### src/rtl/pfu_pkg.sv
package pfu_pkg;
  localparam int LUT_IN   = 4;
  localparam int LUT_BITS = 1 << LUT_IN;

  function automatic logic lut_pick(input logic [LUT_BITS-1:0] tbl,
                                    input logic [LUT_IN-1:0] sel);
    return tbl[sel];
  endfunction
endpackage

### src/rtl/pfu_cfg_chain.sv
module pfu_cfg_chain #(
  parameter int TOTAL = 1547,
  parameter int CNT_W = $clog2(TOTAL)
) (
  input  logic             clk,
  input  logic             rst,
  input  logic             cfg_load,
  input  logic             cfg_bit,
  output logic [TOTAL-1:0] chain,
  output logic [CNT_W-1:0] load_cnt,
  output logic             ready
);
  localparam logic [CNT_W-1:0] LAST = CNT_W'(TOTAL - 1);

  // Configuration storage carries no reset; ready gates its use.
  always_ff @(posedge clk) begin
    if (cfg_load) chain <= {cfg_bit, chain[TOTAL-1:1]};
  end

  always_ff @(posedge clk) begin
    if (rst) begin
      load_cnt <= '0;
      ready    <= 1'b0;
    end else if (cfg_load) begin
      if (load_cnt == LAST) begin
        load_cnt <= '0;
        ready    <= 1'b1;
      end else begin
        load_cnt <= load_cnt + 1'b1;
        ready    <= 1'b0;
      end
    end
  end
endmodule

### src/rtl/pfu_lut_row.sv
module pfu_lut_row
  import pfu_pkg::*;
#(
  parameter int DATA_W = 32
) (
  input  logic [DATA_W*LUT_BITS-1:0] tables,
  input  logic [DATA_W-1:0]          p_in,
  input  logic [DATA_W-1:0]          q_in,
  output logic [DATA_W-1:0]          row_out
);
  for (genvar i = 0; i < DATA_W; i++) begin : g_col
    localparam int PREV = (i + DATA_W - 1) % DATA_W;
    logic [LUT_IN-1:0] sel;
    assign sel        = {p_in[i], q_in[i], p_in[PREV], q_in[PREV]};
    assign row_out[i] = lut_pick(tables[i*LUT_BITS +: LUT_BITS], sel);
  end
endmodule

### src/rtl/pfu_top.sv
module pfu_top
  import pfu_pkg::*;
#(
  parameter int DATA_W = 32,
  parameter int ROWS   = 3,
  parameter int FID_W  = 11
) (
  input  logic              clk,
  input  logic              rst,
  input  logic              cfg_load,
  input  logic              cfg_bit,
  input  logic              issue_valid,
  input  logic [FID_W-1:0]  issue_fid,
  input  logic [DATA_W-1:0] src_a,
  input  logic [DATA_W-1:0] src_b,
  output logic [DATA_W-1:0] result,
  output logic              result_valid,
  output logic              fault
);
  localparam int ROW_BITS = DATA_W * LUT_BITS;
  localparam int TBL_BITS = ROWS * ROW_BITS;
  localparam int TOTAL    = TBL_BITS + FID_W;
  localparam int CNT_W    = $clog2(TOTAL);

  logic [TOTAL-1:0]  chain;
  logic [CNT_W-1:0]  load_cnt;
  logic              ready;
  logic [FID_W-1:0]  resident_fid;
  logic [DATA_W-1:0] stage [ROWS+1];
  logic              hit;

  pfu_cfg_chain #(.TOTAL(TOTAL), .CNT_W(CNT_W)) u_chain (
    .clk      (clk),
    .rst      (rst),
    .cfg_load (cfg_load),
    .cfg_bit  (cfg_bit),
    .chain    (chain),
    .load_cnt (load_cnt),
    .ready    (ready)
  );

  assign resident_fid = chain[TOTAL-1 -: FID_W];
  assign stage[0]     = src_a;

  for (genvar r = 0; r < ROWS; r++) begin : g_row
    pfu_lut_row #(.DATA_W(DATA_W)) u_row (
      .tables  (chain[r*ROW_BITS +: ROW_BITS]),
      .p_in    (stage[r]),
      .q_in    (src_b),
      .row_out (stage[r+1])
    );
  end

  assign hit          = ready && (issue_fid == resident_fid);
  assign result_valid = issue_valid && hit;
  assign fault        = issue_valid && !hit;
  assign result       = result_valid ? stage[ROWS] : '0;
endmodule

### config.mk
export PLATFORM = sky130hd
export DESIGN_NAME = pfu_top
export DESIGN_NICKNAME = d
export VERILOG_FILES = /design/src/rtl/pfu_pkg.sv /design/src/rtl/pfu_cfg_chain.sv /design/src/rtl/pfu_lut_row.sv /design/src/rtl/pfu_top.sv
export SDC_FILE = /design/constraint.sdc
export NUM_CORES = 1
export LEC_CHECK = 0
export ABC_CLOCK_PERIOD_IN_PS = 6800
export BUFFER_PORTS_ARGS = -buffer_cell sky130_fd_sc_hd__buf_2
export CORE_ASPECT_RATIO = 1.1
export CORE_MARGIN = 2
export CORE_UTILIZATION = 55
export DETAILED_ROUTE_END_ITERATION = 12
export PLACE_DENSITY = 0.77
export SLEW_MARGIN = 15
export SYNTH_ARGS = -nofsm -noshare
export SYNTH_HDL_FRONTEND = slang
export SYNTH_SLANG_ARGS = --single-unit
export TNS_END_PERCENT = 30
### constraint.sdc
create_clock -name clk -period 6.8 [get_ports clk]
set_clock_uncertainty 0.05 [all_clocks]
set_input_delay 1.7 -clock clk [delete_from_list [all_inputs] [get_ports clk]]
set_output_delay 1.7 -clock clk [all_outputs]
set_load 0.01 [all_outputs]
== Word level (Yosys, flattened, before mapping) ==
Cells that the tools add are included.
Cells by class
  $lt $le $gt $ge: 96
  eq/ne operators: 2
  add/sub/neg operators: 1
  multiplexer cells: 195
  reduce and logical (&&, ||, !) cells: 4
Operators by type and width (count)
  $lt 4x5->1 const B: 96
  $bmux 1 s4: 96
  $mux 1: 97
  $mux 32: 1
  $add 11x1->11 const B: 1
  $eq 11x11->1: 1
  $eq 11x11->1 const B: 1
  $mux 11: 1
  $logic_and 1x1->1: 3
  $logic_not 1->1: 1
Storage, ports and cells
  logic and storage cells: 301
  bits of input ports: 80
  register bits: 1559
  output and inout port bits: 34

== Logic depth before layout (Yosys ltp) ==
  depth after elaboration: 7
  depth in mapped cells: 10
  mapped depth without buffers: 8

== Cells and area by module ==
Synthesis repeated with hierarchy kept, for this count alone.
Unflattened totals
  cells, all modules: 2558
  area total of the unflattened synthesis: 61302.5 um2
Modules (own cells, without submodules)
  pfu_cfg_chain: times used 1, seq. area each 46694.8 um2, area an instance 47040.1 um2, cells an instance 1609
  pfu_lut_row: times used 3, seq. area each 0.0 um2, area an instance 4509.3 um2, cells an instance 285
  pfu_top: times used 1, seq. area each 0.0 um2, area an instance 734.5 um2, cells an instance 94

== Worst setup path before layout ==
OpenSTA, ideal clock, no wires.
  kind: input to output
  start point: input port src_a[27]
  end point: output port result[30]
  stages: 8
  path buffers: 1
  slack: 0.697 ns
  data required time: 5.050 ns
  arrival time: 4.353 ns
  cells stage by stage: buf_2 mux4_2 mux4_2 mux2i_1 mux2i_1 mux4_2 a2111oi_0 a211oi_1
Between the ends
  cells in the longest elaborated chain, start to end: 7
Ends and longest elaborated chain
  start: declaration: RTL line pfu_top.sv:14  | input logic [DATA_W-1:0] src_a,
  $bmux 1 s4: RTL line pfu_pkg.sv:7  | return tbl[sel];
  $mux 1 (not written as such): RTL line pfu_pkg.sv:7
  $bmux 1 s4: RTL line pfu_pkg.sv:7
  $mux 1 (not written as such): RTL line pfu_pkg.sv:7
  $bmux 1 s4: RTL line pfu_pkg.sv:7
  $mux 1 (not written as such): RTL line pfu_pkg.sv:7
  $mux 32: RTL line pfu_top.sv:57  | assign result = result_valid ? stage[ROWS] : '0;
  end: declaration: RTL line pfu_top.sv:16  | output logic [DATA_W-1:0] result,
No other way between the ends. The select of a mux whose other input is x is not followed.

== Final worst setup path ==
  start point: input port src_b[31]
  end point: output port result[1]
Between the ends
  cells in the longest elaborated chain, start to end: 7
  elaborated cells on any way between the ends: 11
  those cells by class: 11 x mux
Ends and longest elaborated chain
  start: declaration: RTL line pfu_top.sv:15  | input logic [DATA_W-1:0] src_b,
  $bmux 1 s4: RTL line pfu_pkg.sv:7
  $mux 1 (not written as such): RTL line pfu_pkg.sv:7
  $bmux 1 s4: RTL line pfu_pkg.sv:7
  $mux 1 (not written as such): RTL line pfu_pkg.sv:7
  $bmux 1 s4 (*): RTL line pfu_pkg.sv:7
  $mux 1 (not written as such) (*): RTL line pfu_pkg.sv:7
  $mux 32 (*): RTL line pfu_top.sv:57
Mark *: on every way between the ends. The rest lies on a longest branch, timed or not. The select of a mux whose other input is x is not followed.

==> flow_summary.json <==
{
  "outcome": "finished clean",
  "syn_inst": 2608,
  "dpl.hpwl_mm": 63.2,
  "die_area_mm2": 0.113,
  "setup_viol": 0,
  "worstSetupPathType": "primary input to primary output",
  "yosysWarnings": 0,
  "routed_wl_mm": 104,
  "cts_sinks": 1559,
  "track_usage": 0.185,
  "htreeDepth": 4,
  "worstPathRequired_ns": 5.05,
  "maxCapViolCount": 0,
  "synth_seq_area_share": 0.767,
  "grt_max_degree": 196,
  "antenna_found_initial": 5,
  "ant_nets": 0,
  "cp_max_fo": 9,
  "ys.flop_type": "edfxtp_1",
  "core-area_mm2": 0.110,
  "syn_area_per_cell_um2": 23.4,
  "endpoint_kind": "primary output",
  "place.gp.congestion": 0.784,
  "grt_first_pass_wirelength_mm": 165,
  "synth_edf_count": 1547,
  "cts_tree": "built",
  "finalPower_w": 0.0212,
  "area_growth_pct": 12.0,
  "clkTransAtPathRegs_ns": 0.06,
  "grt_overflow": 0,
  "routed_via_density": 6.02,
  "drc": 0,
  "fp.dieH_um": 353,
  "vias": 26633,
  "slew_viol_final": 0,
  "power.density_mw_per_mm2": 311,
  "setup_tns_ns": 0,
  "insertion_delay_ns": 0.78,
  "leakage_nw": 23.7,
  "critPathLaunchType": "primary input",
  "worst_slew_pin_slew_ns": 1.07,
  "first_pass_iters": 5,
  "port-buffer-count": 113,
  "hold_buffers": 0,
  "hold_viol_final": 0,
  "rows": 128,
  "fp.dieW_um": 321,
  "wl_per_cell_um": 23.5,
  "fillerInstances": 7288,
  "drtIter0Drc": 2693,
  "synth_seq_cells": 1559,
  "synthesis.area_mm2": 0.0609,
  "io_pins": 114,
  "synth_cell_types": 41,
  "first_global_vias": 28678,
  "postCtsSetupBuffers": 0,
  "start_util": 0.552,
  "async_reset_ff_frac": 0,
  "cts-buffers-inserted": 153,
  "fin_crit_sh": 0.972,
  "slew_headroom": 0.285,
  "crit_arrival_ns": 4.86,
  "max_freq_ghz": 0.151,
  "drive_above_1_share": 0.281,
  "rsz0062_at_grt": "false",
  "syn-num-nets": 2690,
  "ir_drop_mv": 0.219,
  "clk_path_buf_depth": 3,
  "period_needed_ns": 6.61,
  "hold_class": "register to register",
  "cts_root_buffer": "clkbuf_16",
  "layout.nets": 2955
}
[cells in the mapped netlist (all sizes together) (7+ instances only)]
library cell     n  area share
mux2i          325       0.053
inv             54      0.0033
nor2            16     0.00099
a211oi           7     0.00086
nand4            7     0.00072
a21oi           32      0.0026
clkbuf          15     0.00092
dfxtp           12      0.0039
edfxtp        1547        0.76
buf             64      0.0071
mux4           384        0.14
nand2           31      0.0019
xnor2           16      0.0023
a221oi          28      0.0064
mux2            30      0.0055
[state kept, by name, summed over array words and instances, names as in the netlist]
register	cells
u_chain.ready	1
u_chain.chain	1547
u_chain.load_cnt	11
[final timing paths]
| check | start | cells past startpoint | slack, ns | endpoint |
|---|---|---|---|---|
| setup reg to reg | u_chain.load_cnt[2] | 6 | 5.05 | u_chain.load_cnt[1] |
| hold reg to reg | u_chain.chain[336] | 0 | 0.38 | u_chain.chain[335] |
| setup / recovery | src_b[31] | 11 | 0.19 | result[1] |
| hold / removal | u_chain.chain[336] | 0 | 0.38 | u_chain.chain[335] |
[power breakdown]
part | internal, W | total [W] | switching, W
Clock | 0.00458 | 0.00814 | 0.00356
Combinational | 0.000781 | 0.00160 | 0.000815
Sequential | 0.0112 | 0.0115 | 0.000280
[routing by layer]
metal  global-route usage  up-vias  wire, µm
met2                0.289      638     51400
met3               0.0367      181      5120
met1                0.268    14139     45100
met5                    0        -        29
met4               0.0607        4      2390
li1                     -    11671         -
[area by class of cell]
cell class | count | area [µm²] | area share
sequential | 1559 | 46700 | 0.684
multi-input combinational | 916 | 13500 | 0.198
clock buffer | 185 | 4040 | 0.0593
tap | 1430 | 1790 | 0.0262
timing repair buffer | 189 | 1250 | 0.0183
clock inverter | 91 | 718 | 0.0105
inverter | 54 | 203 | 0.00297
antenna | 1 | 2.50 | 0.0000367
[critical path: stages]
cell	delay [ns]
buf_2	0.24
buf_4	0.27
mux4_2	0.33
mux4_2	0.58
mux2i_1	0.21
mux2i_2	0.36
mux4_2	0.37
a211oi_1	0.33
a211oi_2	0.13
buf_4	0.20
buf_2	0.13
[placed cells by master (no fill, tap or decap), types with 3 or more instances in the layout]
cell type,n
buf_4,68
clkbuf_1,27
xnor2_1,16
mux4_1,8
clkinv_1,28
nand4_1,7
inv_6,7
a21oi_1,32
edfxtp_1,1547
bufinv_16,9
buf_2,112
nor2b_1,6
mux4_2,376
xor2_1,5
buf_12,9
mux2_2,29
clkbuf_16,157
nor3_1,3
dfxtp_1,12
nor2_1,16
mux2i_1,324
clkinv_2,37
a211oi_1,6
inv_1,54
a221oi_1,5
clkinv_4,3
nand2_1,30
a221oi_2,23
nand3_1,3
clkinvlp_4,5
[timing repair]
item                                   in CTS  in global routing
endpoints found under the hold margin       0                  0
setup endpoints to repair                   1                  1
gates resized for setup                     1                  1
pin swaps                                   0                  0
[per-stage QoR]
stage          instances  setup WS (ns)  hold slack (ns)   util  cell area, µm²
2_1_floorplan       2608          0.697            0.367      -           60900
5_1_grt             4424         0.0237            0.391  0.618           68200
3_5_place_dp        4148         -0.131            0.378  0.575           63500
4_1_cts             4424       0.000357            0.379  0.618           68200
6_report            4425          0.193            0.378  0.618           68200
3_3_place_gp        4148        -0.0793            0.374  0.575           63500
[cell families (layout without fill, tap and decap cells)]
logic type,Yosys count,in the layout,synth area share
simple gates,74,74,0.00559
xor+xnor,21,21,0.00302
fa+ha+maj,2,2,0.000411
buf+inv,133,519,0.0113
flops,1559,1559,0.767
other cells,0,1,0
mux,739,739,0.201
compound gates,80,80,0.0116
Power figures use the tool's default switching activity.
